===== config.mk =====
export PLATFORM = sky130hd
export DESIGN_NAME = uart_regfile
export DESIGN_NICKNAME = d
export VERILOG_FILES = /design/src/rtl/uart_regfile_pkg.sv /design/src/rtl/uart_tx_fsm.sv /design/src/rtl/uart_len_mask.sv /design/src/rtl/uart_regfile.sv
export SDC_FILE = /design/constraint.sdc
export NUM_CORES = 1
export LEC_CHECK = 0
export ABC_AREA = 1
export ABC_CLOCK_PERIOD_IN_PS = 1300
export BUFFER_PORTS_ARGS = -buffer_cell sky130_fd_sc_hd__buf_2
export CORE_MARGIN = 5
export CORE_UTILIZATION = 25
export DETAILED_ROUTE_END_ITERATION = 10
export SYNTH_ARGS = -nofsm -noshare
export SYNTH_HDL_FRONTEND = slang
export SYNTH_SLANG_ARGS = --single-unit

===== constraint.sdc =====
create_clock -name clk -period 1.3 [get_ports clk]
set_input_delay 0.26 -clock clk [delete_from_list [all_inputs] [get_ports clk]]
set_output_delay 0.26 -clock clk [all_outputs]
set_load 0.05 [all_outputs]

===== src/rtl/uart_regfile_pkg.sv =====
package uart_regfile_pkg;
    localparam int OFF_DATA = 'h00;
    localparam int OFF_IER  = 'h04;
    localparam int OFF_IIR  = 'h08;
    localparam int OFF_LCR  = 'h0C;
    localparam int OFF_MCR  = 'h10;
    localparam int OFF_LSR  = 'h14;
    localparam int OFF_MSR  = 'h18;
    localparam int OFF_DIV  = 'h1C;

    localparam logic [7:0] LSR_RESET = 8'h20;
    localparam logic [7:0] IIR_TXRDY = 8'h02;
    localparam logic [7:0] IIR_RXRDY = 8'h04;

    localparam int LSR_RXBIT = 0;
    localparam int LSR_TXBIT = 5;
    localparam int IER_RXBIT = 0;
    localparam int IER_TXBIT = 1;
    localparam int IIR_TXBIT = 1;

    typedef enum logic {
        TX_IDLE,
        TX_BUSY
    } tx_state_e;
endpackage


===== src/rtl/uart_tx_fsm.sv =====
module uart_tx_fsm
    import uart_regfile_pkg::*;
(
    input  logic clk,
    input  logic rst_n,
    input  logic load_i,
    input  logic done_i,
    output logic valid_o,
    output logic complete_o
);
    tx_state_e state_q, state_d;

    always_ff @(posedge clk or negedge rst_n) begin
        if (!rst_n) state_q <= TX_IDLE;
        else        state_q <= state_d;
    end

    always_comb begin
        state_d = state_q;
        unique case (state_q)
            TX_IDLE: if (load_i) state_d = TX_BUSY;                  // LOAD
            TX_BUSY: begin
                if (load_i)      state_d = TX_BUSY;                  // RELOAD
                else if (done_i) state_d = TX_IDLE;                  // FINISH
            end
            default: state_d = TX_IDLE;
        endcase
    end

    always_comb begin
        valid_o    = (state_q == TX_BUSY);
        complete_o = (state_q == TX_BUSY) && done_i;
    end
endmodule


===== src/rtl/uart_len_mask.sv =====
module uart_len_mask #(
    parameter int CHAR_W = 8,
    parameter int MIN_W  = 5
) (
    input  logic [CHAR_W-1:0] char_i,
    input  logic [1:0]        len_i,
    output logic [CHAR_W-1:0] char_o
);
    logic [CHAR_W:0] keep_mask;

    always_comb begin
        keep_mask = ((CHAR_W+1)'(1) << (MIN_W + int'(len_i))) - (CHAR_W+1)'(1);
        char_o    = char_i & keep_mask[CHAR_W-1:0];
    end
endmodule


===== src/rtl/uart_regfile.sv =====
module uart_regfile
    import uart_regfile_pkg::*;
#(
    parameter int ADDR_W = 8,
    parameter int DATA_W = 32,
    parameter int REG_W  = 8
) (
    input  logic              clk,
    input  logic              rst_n,
    input  logic              bus_sel,
    input  logic              bus_wr,
    input  logic [ADDR_W-1:0] bus_addr,
    input  logic [DATA_W-1:0] bus_wdata,
    output logic [DATA_W-1:0] bus_rdata,
    output logic              tx_valid,
    output logic [REG_W-1:0]  tx_data,
    input  logic              tx_done,
    input  logic              rx_strobe,
    input  logic [REG_W-1:0]  rx_data,
    output logic              irq
);
    localparam logic [ADDR_W-1:0] A_DATA = ADDR_W'(OFF_DATA);
    localparam logic [ADDR_W-1:0] A_IER  = ADDR_W'(OFF_IER);
    localparam logic [ADDR_W-1:0] A_IIR  = ADDR_W'(OFF_IIR);
    localparam logic [ADDR_W-1:0] A_LCR  = ADDR_W'(OFF_LCR);
    localparam logic [ADDR_W-1:0] A_MCR  = ADDR_W'(OFF_MCR);
    localparam logic [ADDR_W-1:0] A_LSR  = ADDR_W'(OFF_LSR);
    localparam logic [ADDR_W-1:0] A_MSR  = ADDR_W'(OFF_MSR);
    localparam logic [ADDR_W-1:0] A_DIV  = ADDR_W'(OFF_DIV);

    logic [REG_W-1:0] rbr_q, thr_q, ier_q, iir_q, lcr_q, mcr_q, lsr_q, msr_q, div_q;
    logic [REG_W-1:0] rbr_d, thr_d, ier_d, iir_d, lcr_d, mcr_d, lsr_d, msr_d, div_d;
    logic             irq_q, irq_d;
    logic             wr_en, rd_en, thr_load, tx_complete;
    logic [REG_W-1:0] wbyte, rd_byte;
    logic             unused_wdata_hi;

    assign wr_en           = bus_sel && bus_wr;
    assign rd_en           = bus_sel && !bus_wr;
    assign wbyte           = bus_wdata[REG_W-1:0];
    assign thr_load        = wr_en && (bus_addr == A_DATA);
    assign unused_wdata_hi = ^bus_wdata[DATA_W-1:REG_W];

    uart_tx_fsm u_fsm (
        .clk        (clk),
        .rst_n      (rst_n),
        .load_i     (thr_load),
        .done_i     (tx_done),
        .valid_o    (tx_valid),
        .complete_o (tx_complete)
    );

    uart_len_mask #(.CHAR_W(REG_W)) u_mask (
        .char_i (thr_q),
        .len_i  (lcr_q[1:0]),
        .char_o (tx_data)
    );

    always_comb begin
        rbr_d = rbr_q; thr_d = thr_q; ier_d = ier_q; iir_d = iir_q;
        lcr_d = lcr_q; mcr_d = mcr_q; lsr_d = lsr_q; msr_d = msr_q;
        div_d = div_q; irq_d = irq_q;

        if (tx_complete) begin
            lsr_d[LSR_TXBIT] = 1'b1;
            iir_d            = IIR_TXRDY;
            if (ier_q[IER_TXBIT]) irq_d = 1'b1;
        end

        if (wr_en) begin
            case (bus_addr)
                A_DATA: begin
                    thr_d            = wbyte;
                    lsr_d[LSR_TXBIT] = 1'b0;
                    iir_d[IIR_TXBIT] = 1'b0;
                end
                A_IER: begin
                    ier_d = wbyte;
                    if (wbyte[IER_TXBIT] && lsr_d[LSR_TXBIT]) begin
                        iir_d[IIR_TXBIT] = 1'b1;
                        irq_d            = 1'b1;
                    end else if (!wbyte[IER_TXBIT]) begin
                        irq_d = 1'b0;
                    end
                end
                A_IIR:   iir_d = wbyte;
                A_LCR:   lcr_d = wbyte;
                A_MCR:   mcr_d = wbyte;
                A_LSR:   lsr_d = wbyte;
                A_MSR:   msr_d = wbyte;
                A_DIV:   div_d = wbyte;
                default: ;
            endcase
        end

        if (rd_en && (bus_addr == A_DATA)) lsr_d[LSR_RXBIT] = 1'b0;

        if (rx_strobe) begin
            rbr_d            = rx_data;
            lsr_d[LSR_RXBIT] = 1'b1;
            if (ier_q[IER_RXBIT]) begin
                iir_d = IIR_RXRDY;
                irq_d = 1'b1;
            end
        end
    end

    always_ff @(posedge clk or negedge rst_n) begin
        if (!rst_n) begin
            rbr_q <= '0; thr_q <= '0; ier_q <= '0; iir_q <= '0;
            lcr_q <= '0; mcr_q <= '0; lsr_q <= LSR_RESET; msr_q <= '0;
            div_q <= '0; irq_q <= 1'b0;
        end else begin
            rbr_q <= rbr_d; thr_q <= thr_d; ier_q <= ier_d; iir_q <= iir_d;
            lcr_q <= lcr_d; mcr_q <= mcr_d; lsr_q <= lsr_d; msr_q <= msr_d;
            div_q <= div_d; irq_q <= irq_d;
        end
    end

    always_comb begin
        case (bus_addr)
            A_DATA:  rd_byte = rbr_q;
            A_IER:   rd_byte = ier_q;
            A_IIR:   rd_byte = iir_q;
            A_LCR:   rd_byte = lcr_q;
            A_MCR:   rd_byte = mcr_q;
            A_LSR:   rd_byte = lsr_q;
            A_MSR:   rd_byte = msr_q;
            A_DIV:   rd_byte = div_q;
            default: rd_byte = '0;
        endcase
        bus_rdata = rd_en ? DATA_W'(rd_byte) : '0;
    end

    assign irq = irq_q;
endmodule


=== After elaboration in Yosys (flattened, before gate mapping) ===
Cells that the tools add are included.

* Bits in latches: 0
* Memory bits (writable): 0
* Input port bits: 54
* Output and inout bits: 42
* Logic and storage cells: 71
* Memories: 0
* Memory bits (read-only): 0
* Bits in registers: 74

* Reduce and logical (&&, ||, !) cells: 18
* $lt $le $gt $ge: 0
* Eq/ne operators: 7
* Shifts and indexed selects: 1
* Muxes and demuxes: 28
* $mul: 0
* Bitwise gates (word level): 2
* Divide/modulo/power cells: 0
* Add/sub/neg operators: 2

{| class="wikitable"
|+ Operators by type and width
! cell !! count
|-
| 8-bit one-hot mux with 8 select lines || 1
|-
| 8-bit two-way mux || 5
|-
| 8-bit by 5-bit equality test with 1-bit output (second input constant) || 4
|-
| 1-bit by 32-bit left shift with 8-bit output (first input constant) || 1
|-
| 8-bit by 4-bit equality test with 1-bit output (second input constant) || 2
|-
| 1-bit two-way mux || 16
|-
| 2-bit AND reduction || 8
|-
| 6-bit two-way mux || 2
|-
| 8-bit bitwise AND || 1
|-
| 8-bit by 3-bit equality test with 1-bit output (second input constant) || 1
|-
| 8-bit logical NOT || 1
|-
| 8-bit by 2-bit subtractor with 8-bit output (second input constant) || 1
|-
| 1-bit logical AND || 6
|-
| 3-bit nonzero test || 2
|-
| 5-bit two-way mux || 1
|-
| 3-bit by 2-bit adder with 4-bit output (first input constant) || 1
|-
| 1-bit one-hot mux with 2 select lines || 2
|-
| 1-bit one-hot mux with 3 select lines || 1
|-
| 1-bit logical NOT || 1
|-
| 1-bit inverter || 1
|}

=== Logic depth before layout (Yosys ltp) ===
Gate-level depths: netlist (run 1).

* Word-level depth: 8
* Depth in mapped cells: 8
* Depth with buffers taken out: 8

=== Hierarchy ===
Synthesis (run 1) repeated with hierarchy kept, for this count alone.

* Cell total of the unflattened synthesis: 491
* Area, all modules: 4013.8 µm²

{| class="wikitable"
|+ Modules (own cells, without submodules)
! module !! sequential area each (µm²) !! times used !! area an instance (µm²) !! cells each
|-
| uart_regfile || 1828.0 || 1 || 3890.0 || 466
|-
| uart_len_mask || 0.0 || 1 || 76.3 || 18
|-
| uart_tx_fsm || 25.0 || 1 || 47.5 || 7
|}

=== Least setup slack after synthesis (run 1) ===
No wires, ideal clock.

* Kind: input to output
* Start point: input bus_addr[6]
* End point: output bus_rdata[6]
* Data arrival time: 1772 ps
* Required time: 1040 ps
* Setup slack: -732 ps
* Buffers on the path: 1
* Stages on the path: 8
* Cell sequence: inv_1 -> nand2_1 -> nor2_8 -> buf_4 -> nand3_1 -> nand2_1 -> nor2_1 -> a21oi_1

* Cells in the longest elaborated chain, start to end: 3
* Elaborated cells on any way between the ends: 10
* Classes of those cells: eq/ne: 7; mux: 2; reduce/logical: 1

{| class="wikitable"
|+ Ends and longest elaborated chain
! item !! RTL line !! text
|-
| start, declared || uart_regfile.sv:12 || <nowiki>input logic [ADDR_W-1:0] bus_addr,</nowiki>
|-
| 8-bit by 5-bit equality test with 1-bit output (tied with other cells) || uart_regfile.sv:121 || <nowiki>case (bus_addr)</nowiki>
|-
| 8-bit one-hot mux with 8 select lines * || uart_regfile.sv:121 ||
|-
| 8-bit two-way mux * || uart_regfile.sv:132 || <nowiki>bus_rdata = rd_en ? DATA_W'(rd_byte) : '0;</nowiki>
|-
| end, declared || uart_regfile.sv:14 || <nowiki>output logic [DATA_W-1:0] bus_rdata,</nowiki>
|}

Every way passes the cells marked *; elsewhere a longest branch is shown, timed or not.

=== Worst setup path in the final report (run 1) ===
* Start point: input bus_addr[6]
* End point: output bus_rdata[5]

The elaborated chain is that of the path after synthesis.

==> results of run 1 <==
## worst max-delay path by stage
stage	from	slack (ps)	depth (start not counted)	to
after CTS	bus_addr[1]	-400	11	bus_rdata[0]
after detailed placement	bus_addr[1]	-590	10	bus_rdata[6]
after global routing	bus_addr[6]	-460	10	bus_rdata[6]
after floorplan	bus_addr[1]	-230	8	bus_rdata[0]
after global placement	bus_addr[1]	-600	10	bus_rdata[6]
final	bus_addr[6]	-410	10	bus_rdata[5]
## registers in the layout (all words and copies together), names as in the netlist
name,cells
lsr_q,8
thr_q,8
msr_q,8
div_q,8
mcr_q,8
ier_q,8
lcr_q,8
iir_q,8
rbr_q,8
u_fsm.valid_o,1
irq,1
## metal layers
metal	track usage, %	share of wire [%]	vias up
li1	-	-	1733
met1	18.62	44	1696
met2	21.38	49	93
met3	2.452	4.7	19
met4	4.311	2.0	0
met5	0	0	-
## worst max-delay path: stages
cell and delay, ps:
buf_8 100, inv_4 50, nand2_4 60, nor2_8 250, buf_4 170, nand3_2 100
nand2_1 90, nor2_2 50, a21oi_4 140, buf_6 180
## final cells by class
class | count | area [um^2]
repair buffers | 99 | 991.0
clock inverters | 3 | 46.29
well taps | 216 | 270.3
inverters | 29 | 155.1
multi-input cells | 366 | 2170
flip-flops and latches | 74 | 1854
fillers | 1601 | 9966
clock buffers | 13 | 260.3
## per-stage QoR
step / hold slack [ps] / setup slack (ps) / TNS [ps]
floorplan: -35.59 / -231.1 / -1814
global placement: 199.4 / -600.1 / -11740
detailed placement: 195.8 / -594.5 / -12420
CTS: 122.4 / -401.2 / -3569
global route: 135.6 / -456.6 / -4043
finish: 128.2 / -405.0 / -3524
## cell families (layout without fill, tap and decap cells)
logic type	count (synthesis)	in the layout	synth area share, %
simple gates	254	254	30.04
compound gates	85	85	11.52
flops	74	74	46.88
buf+inv	72	144	11.05
other cells	2	26	0.1900
fa+ha+maj	1	1	0.3165
## what timing repair did
| item | in CTS | in global routing |
|---|---|---|
| gates resized for setup | 82 | 54 |
| setup buffers | 9 | 2 |
| hold endpoints to repair | 10 | 0 |
| cloned | 2 | 2 |
| hold buffers | 1 | 0 |
| pin swaps | 20 | 23 |
| endpoints found under the setup margin | 14 | 21 |
## placed cells by master, fill, tap and decap left out, drive strengths merged, types with 2 or more instances in the layout
cell type    n
clkinv       2
nand3       66
clkbuf      15
o211ai       2
nand2      152
nor2        31
inv         28
a21oi       15
nor3         3
o21ai       64
dfrtp       73
buf         96
conb        26
## power by group through the flow
stage / logic [uW] / clock network (uW) / registers (uW)
global placement: 740 / 0 / 2510
detailed placement: 748 / 0 / 2510
finish: 822 / 2550 / 2480
global route: 897 / 2680 / 2490
floorplan: 480 / 0 / 2530
CTS: 799 / 2590 / 2480
==> results.tsv, run 1 <==
stage	metric	value	unit
status	status	finished with violations	
status	failing checks	setup timing	
logic_synthesis	Post-synth EDFFs	0	
power_and_ir_drop	Clk network pwr share	43.6	%
worst_hold_path	Hold Path Class	in2reg	
cells_and_area	post-route design area	0.005747	mm^2
power_and_ir_drop	Max IR drop VDD	0.6860	mV
global_routing	initial antenna violation count	0	
power_and_ir_drop	total power	5858	uW
timing	min Tclk post-route	1705	ps
cells_and_area	Final Util	36.57	%
logic_synthesis	synth top area cells	dfrtp_1 (46%), nand2_1 (14%), nand3_1 (7.6%)	
floorplanning	row cnt	46	
global_routing	pin count of the biggest net entering global routing	29	
logic_synthesis	list of most frequent post-synthesis cells	nand2_1 (145), dfrtp_1 (73), nand3_1 (60), o21ai_0 (51), buf_4 (29)	
logic_synthesis	yosys warns	0	
logic_synthesis	register bit total from synthesis	74	
setup_path	type of origin of the critical path	input pin	
power_and_ir_drop	Combinational Power Share	14.0	%
clocking	H-tree Lvls	3	
setup_path	worst r2r dst	iir_q[5]$_DFF_PN0_	
route	First-pass DRT Iterations	5	
timing	FMAX	586.5	MHz
global_routing	GRT overflow	0	
route	Routed Antenna Nets	0	
clocking	Clock Latency Late Sink	330	ps
logic_synthesis	ys async rst share	100.0	%
worst_hold_path	Worst Hold Launch	rx_data[2]	
logic_synthesis	Synth top area share	46.22	%
floorplanning	Die Width	135.7	um
power_and_ir_drop	register share of total power	42.4	%
timing	# setup viols final	11	
logic_synthesis	largest area contributor in the netlist	dfrtp_1	
floorplanning	Top Ports	96	
route	DR DRC count	0	
setup_path	worst reg2reg path depth	4	
timing	Worst-Margin Slew	512.2	ps
setup_path	CP required	1040	ps
setup_path	Critical Path AT	1450	ps
cells_and_area	layout cell share with drive strength beyond 1	38.70	%
logic_synthesis	Seq/Total Area, Yosys	46.88	%
route	average routed wire per standard cell	15.45	um
placement	Placed Instances	771	
clocking	CTS tree	yes	
logic_synthesis	predominant post-synthesis flop cell	dfrtp_1	
setup_path	r2r startpoint	ier_q[0]$_DFFE_PN0P_	
timing	Rel. slew slack	65.77	%
placement	PortBufs	47	
logic_synthesis	count leader, synth	nand2_1	
placement	dpl cell area	0.004865	mm^2
worst_hold_path	WHS Path Cells	3	
timing	RSZ-0062 raised after global routing	yes	
clocking	Root Buffer	clkbuf_16	
cells_and_area	P&R area growth vs syn	45.39	%
floorplanning	Die ar.	0.01843	mm^2
clocking	CTS Buf Count	9	
setup_path	Worst Setup Path Type	in2out	
clocking	Clock Sinks	74	
flow_run	Max-Cap Viols	0	
clocking	buffer depth of the longest clock path	2	
cells_and_area	antenna fix cells	0	
global_routing	vias in the first global route	3431	
route	via count	3541	
floorplanning	DIE HEIGHT	135.7	um
clocking	CTS clk-pin slew, worst paths	60	ps
global_routing	GRT Total Usage	13.46	%
logic_synthesis	post-synthesis cell count	488	
timing	Final Hold Violating Endpoints	0	
setup_path	Critical Path Fanout Max	7	
floorplanning	Starting Density	25.16	%
worst_hold_path	worst hold endpoint	rbr_q[2]$_DFFE_PN0P_	
power_and_ir_drop	switching pwr	1582	uW
timing	clk_skew	7.923	ps
cells_and_area	Layout Cells excl Fill	800	
global_routing	first-pass GRT wire length	19.22	mm
cells_and_area	final net count	634	
power_and_ir_drop	Pwr Density	1019	mW/mm^2
placement	GPL Wtd Cong	0.7870	
power_and_ir_drop	leakage power	0.002699	uW
timing	setup ws final	-405.0	ps
placement	Post-DP HPWL	8.546	mm
timing	Final Cycle Share	131.2	%
route	Via-to-Cell Ratio	4.426	
floorplanning	core footprint	0.01571	mm^2
logic_synthesis	Synth Area per Inst	8.099	um^2
logic_synthesis	synthesized cell area	0.003953	mm^2
logic_synthesis	Distinct cells, synth	35	
power_and_ir_drop	Int Pwr	4276	uW
route	Initial DRC Count	304	
setup_path	critical path endpoint category	output port	
timing	max-slew violations	0	
power_and_ir_drop	Sw Ratio	27.00	%
setup_path	Reg2Reg Setup Slack	80	ps
route	Total Wirelength	12.36	mm
Power figures use the tool's default switching activity.
==> inputs of run 2 (changes only) <==
--- a/config.mk
+++ b/config.mk
@@ -9,7 +9,7 @@
 export ABC_CLOCK_PERIOD_IN_PS = 1300
 export BUFFER_PORTS_ARGS = -buffer_cell sky130_fd_sc_hd__buf_2
 export CORE_MARGIN = 5
-export CORE_UTILIZATION = 25
+export CORE_UTILIZATION = 30
 export DETAILED_ROUTE_END_ITERATION = 10
 export SYNTH_ARGS = -nofsm -noshare
 export SYNTH_HDL_FRONTEND = slang
==> results.tsv, run 2 (same netlist as run 1, synthesis figures left out) <==
stage	metric	value	unit
cells_and_area	final net count	644	
timing	FMAX	587.5	MHz
timing	setup ws final	-402.3	ps
clocking	CTS tree	yes	
placement	GPL Wtd Cong	0.8766	
clocking	Clock Sinks	74	
global_routing	GRT Total Usage	15.47	%
setup_path	type of origin of the critical path	input pin	
route	average routed wire per standard cell	15.65	um
floorplanning	DIE HEIGHT	124.8	um
status	failing checks	setup timing	
floorplanning	Die Width	124.8	um
timing	RSZ-0062 raised after global routing	yes	
setup_path	CP required	1040	ps
cells_and_area	P&R area growth vs syn	45.81	%
flow_run	Max-Cap Viols	0	
timing	Final Cycle Share	130.9	%
setup_path	Reg2Reg Setup Slack	80	ps
cells_and_area	Layout Cells excl Fill	770	
route	Total Wirelength	12.05	mm
setup_path	Critical Path AT	1440	ps
route	Via-to-Cell Ratio	4.617	
floorplanning	Starting Density	30.21	%
setup_path	Worst Setup Path Type	in2out	
floorplanning	Top Ports	96	
placement	Post-DP HPWL	8.542	mm
placement	Placed Instances	734	
timing	clk_skew	3.932	ps
route	Initial DRC Count	186	
global_routing	initial antenna violation count	0	
power_and_ir_drop	Max IR drop VDD	0.5272	mV
setup_path	Critical Path Fanout Max	5	
power_and_ir_drop	Pwr Density	1048	mW/mm^2
route	DR DRC count	0	
clocking	buffer depth of the longest clock path	2	
floorplanning	core footprint	0.01309	mm^2
floorplanning	Die ar.	0.01557	mm^2
power_and_ir_drop	total power	6038	uW
timing	WHS	128.3	ps
global_routing	first-pass GRT wire length	18.98	mm
cells_and_area	most frequent cells in the layout	nand2_1 (131), dfrtp_1 (72), nand3_1 (46)	
timing	min Tclk post-route	1702	ps
placement	DP Worst Slack	-599.3	ps
global_routing	vias in the first global route	3622	
clocking	CTS Buf Count	9	
placement	PortBufs	47	
status	status	finished with violations	
floorplanning	row cnt	42	
route	via count	3555	
clocking	H-tree Lvls	3	
cells_and_area	layout cell share with drive strength beyond 1	37.04	%
clocking	Root Buffer	clkbuf_16	
worst_hold_path	Hold Path Class	in2reg	
global_routing	pin count of the biggest net entering global routing	57	
global_routing	GRT overflow	0	
timing	# setup viols final	11	
cells_and_area	commonest non-fill, non-tap cell in the layout	nand2_1	
timing	max-slew violations	0	
clocking	CTS clk-pin slew, worst paths	60	ps
route	Routed Antenna Nets	0	
cells_and_area	Final Util	44.04	%
clocking	Clock Latency Late Sink	340	ps
setup_path	critical path endpoint category	output port	
route	First-pass DRT Iterations	4	
cells_and_area	antenna fix cells	0	
timing	Final Hold Violating Endpoints	0	
power_and_ir_drop	leakage power	0.002805	uW
## run 2: area by class of cell
cell class	count	area, um^2
Multi-Input combinational cell	366	2090
Clock buffer	9	225.2
Sequential cell	74	1854
Inverter	29	150.1
Tap cell	176	220.2
Timing Repair Buffer	109	1124
Fill cell	1258	7322
Clock inverter	7	100.1
## run 2: through the flow
| stage | setup TNS, ps | cell area (um^2) |
|---|---|---|
| 2_1_floorplan | -1814 | 4259 |
| 3_3_place_gp | -17050 | 4837 |
| 3_5_place_dp | -19110 | 4837 |
| 4_1_cts | -3374 | 5559 |
| 5_1_grt | -3825 | 5763 |
| 6_report | -3294 | 5763 |
## run 2: critical path, stage by stage
cell	delay, ps
buf_6	110
inv_8	50
nand2_8	60
nor2_4	130
buf_12	140
buf_12	110
nand3_1	90
nand2_1	90
nor2_2	50
a21oi_4	160
buf_6	170
## run 2: timing repair
| item | 4_1_cts | 5_1_grt |
|---|---|---|
| hold endpoints to repair | 5 | 0 |
| setup endpoints to repair | 16 | 22 |
| gates cloned | 2 | 1 |
| pin swaps | 26 | 16 |
| hold buffers | 1 | 0 |
| buffers inserted | 12 | 5 |
| resized for setup | 68 | 54 |
## run 2: final timing paths
| path | start | to | cells past startpoint |
|---|---|---|---|
| worst max-delay path | bus_addr[0] | bus_rdata[5] | 11 |
| min in group asynchronous | rst_n | thr_q[2]$_DFFE_PN0P_ | 2 |
| worst min register to register | rbr_q[6]$_DFFE_PN0P_ | rbr_q[6]$_DFFE_PN0P_ | 2 |
| max in group asynchronous | rst_n | lsr_q[5]$_DFF_PN1_ | 3 |
| worst max register to register | ier_q[0]$_DFFE_PN0P_ | iir_q[3]$_DFF_PN0_ | 4 |
| worst min-delay path | rx_data[5] | rbr_q[5]$_DFFE_PN0P_ | 3 |
## run 2: per-layer routing
| layer | GRT usage (%) | wire (um) | vias up |
|---|---|---|---|
| li1 | - | - | 1752 |
| met1 | 19.33 | 5233 | 1690 |
| met2 | 25.10 | 5796 | 94 |
| met3 | 4.160 | 687 | 19 |
| met4 | 6.770 | 331 | 0 |
| met5 | 0 | 0 | - |
## run 2: where the power goes
group	switching [uW]	internal (uW)
registers	71.3	2410
logic	550	268
clock network	1040	1700
==> inputs of run 3 (changes only) <==
--- a/config.mk
+++ b/config.mk
@@ -8,9 +8,11 @@
 export ABC_AREA = 1
 export ABC_CLOCK_PERIOD_IN_PS = 1300
 export BUFFER_PORTS_ARGS = -buffer_cell sky130_fd_sc_hd__buf_2
+export CORE_ASPECT_RATIO = 0.9
 export CORE_MARGIN = 5
 export CORE_UTILIZATION = 30
 export DETAILED_ROUTE_END_ITERATION = 10
+export MAX_ROUTING_LAYER = met4
 export SYNTH_ARGS = -nofsm -noshare
 export SYNTH_HDL_FRONTEND = slang
 export SYNTH_SLANG_ARGS = --single-unit
==> results.tsv, run 3 (same netlist as run 1, synthesis figures left out) <==
stage	metric	value	unit
cells_and_area	layout cell share with drive strength beyond 1	33.22	%
power_and_ir_drop	Max IR drop VDD	0.4985	mV
floorplanning	Starting Density	30.92	%
cells_and_area	antenna fix cells	0	
flow_run	Max-Cap Viols	0	
global_routing	vias in the first global route	3660	
route	Routed Antenna Nets	0	
status	status	finished with violations	
timing	# setup viols final	11	
setup_path	critical path endpoint category	output port	
placement	PortBufs	47	
cells_and_area	commonest non-fill, non-tap cell in the layout	nand2_1	
route	Initial DRC Count	271	
setup_path	Critical Path Fanout Max	8	
cells_and_area	P&R area growth vs syn	39.89	%
setup_path	Critical Path AT	1470	ps
cells_and_area	register area	0.001854	mm^2
clocking	CTS Buf Count	9	
timing	max-slew violations	0	
timing	Final Cycle Share	133.3	%
timing	setup ws final	-432.6	ps
clocking	H-tree Lvls	3	
setup_path	CP required	1040	ps
floorplanning	core footprint	0.01278	mm^2
floorplanning	Die ar.	0.01557	mm^2
timing	WHS	124.3	ps
placement	Post-DP HPWL	8.198	mm
cells_and_area	most frequent cells in the layout	nand2_1 (138), dfrtp_1 (72), nand3_1 (51)	
clocking	CTS tree	yes	
setup_path	type of origin of the critical path	input pin	
route	DR DRC count	0	
clocking	Clock Latency Late Sink	330	ps
clocking	Root Buffer	clkbuf_16	
timing	RSZ-0062 raised after global routing	yes	
global_routing	GRT Total Usage	15.94	%
placement	DP Worst Slack	-560.6	ps
power_and_ir_drop	switching pwr	1549	uW
power_and_ir_drop	leakage power	0.002709	uW
global_routing	first-pass GRT wire length	18.98	mm
power_and_ir_drop	Combinational Power Share	14.3	%
clocking	Clock Sinks	74	
clocking	buffer depth of the longest clock path	2	
floorplanning	Die Width	131.0	um
cells_and_area	final net count	640	
cells_and_area	Multi-input gate area	0.002041	mm^2
cells_and_area	Filler cells	1274	
floorplanning	DIE HEIGHT	118.9	um
power_and_ir_drop	Clk network pwr share	40.9	%
status	failing checks	setup timing	
power_and_ir_drop	Sw Ratio	27.96	%
route	via count	3653	
placement	GPL Wtd Cong	0.9263	
clocking	CTS clk-pin slew, worst paths	50	ps
power_and_ir_drop	Pwr Density	1002	mW/mm^2
global_routing	GRT overflow	0	
timing	FMAX	577.2	MHz
route	average routed wire per standard cell	15.78	um
floorplanning	row cnt	39	
worst_hold_path	Hold Path Class	in2reg	
global_routing	pin count of the biggest net entering global routing	75	
route	Total Wirelength	11.90	mm
global_routing	initial antenna violation count	0	
route	First-pass DRT Iterations	5	
power_and_ir_drop	register share of total power	44.8	%
power_and_ir_drop	Int Pwr	3991	uW
route	Via-to-Cell Ratio	4.845	
timing	clk_skew	1.521	ps
floorplanning	Top Ports	96	
setup_path	Worst Setup Path Type	in2out	
timing	Final Hold Violating Endpoints	0	
timing	min Tclk post-route	1733	ps
[run 3: cell count changes in the layout (fill, tap and decap cells not counted), moves of 4 or more]
| cell | previous run | this run |
|---|---|---|
| nand2_1 | 131 | 138 |
| nand3_2 | 16 | 9 |
| nand3_1 | 46 | 51 |
| nand2_2 | 11 | 6 |
| buf_4 | 36 | 40 |
| buf_6 | 26 | 20 |
[run 3: worst paths after layout]
kind | cells after the start | end | slack [ps] | startpoint
max | 10 | bus_rdata[2] | -430 | bus_addr[1]
min | 3 | rbr_q[0]$_DFFE_PN0P_ | 120 | rx_data[0]
max reg2reg | 4 | iir_q[7]$_DFF_PN0_ | 140 | ier_q[0]$_DFFE_PN0P_
min reg2reg | 2 | thr_q[1]$_DFFE_PN0P_ | 480 | thr_q[1]$_DFFE_PN0P_
max in group asynchronous | 3 | lsr_q[5]$_DFF_PN1_ | 480 | rst_n
min in group asynchronous | 3 | ier_q[7]$_DFFE_PN0P_ | 490 | rst_n
[run 3: cell type report]
class,instances,area share [%]
multi-input combinational,366,36.91
sequential,74,33.54
timing repair buffer,105,18.19
clock buffer,13,4.526
tap,164,3.711
inverter,29,2.851
clock inverter,3,0.2716
[run 3: power groups by stage]
stage / clock (uW) / sequential [uW] / combinational [uW]
3_5_place_dp: 0 / 2520 / 733
3_3_place_gp: 0 / 2520 / 719
2_1_floorplan: 0 / 2530 / 480
6_report: 2270 / 2480 / 790
4_1_cts: 2290 / 2480 / 770
5_1_grt: 2420 / 2490 / 857
[run 3: layer usage]
layer,share of wire [%],track usage [%],vias to the layer above,routed length (um)
met4,2.1,5.077,0,248
met2,47,24.75,113,5616
met1,45,21.65,1771,5405
li1,-,-,1750,-
met5,0,-,-,0
met3,5.3,2.059,19,625
[run 3: worst max-delay path: stages]
cell and delay [ps]:
buf_8 120, inv_16 50, nand2_8 60, nor2_4 210, clkbuf_16 200, nand3_2 70, nand2_1 100, nor2_2 60
a21oi_4 150, buf_6 170
[run 3: timing repair]
action                                  4_1_cts  5_1_grt
resized for setup                            67       32
buffers inserted                              7        7
hold endpoints to repair                     73        0
endpoints found under the setup margin       14       20
cloned                                        1        1
hold buffers                                  1        0
pin swaps                                    12       10
[run 3: metrics by stage]
step	util, %	total power (uW)	area, um^2	instances	setup TNS (ps)
after floorplan	-	3009	4259	512	-1814
after detailed placement	37.72	3255	4822	722	-18800
after global placement	37.72	3238	4822	722	-16590
after global routing	43.25	5768	5529	754	-4287
final	43.25	5540	5529	754	-3521
after CTS	41.92	5548	5359	747	-3297
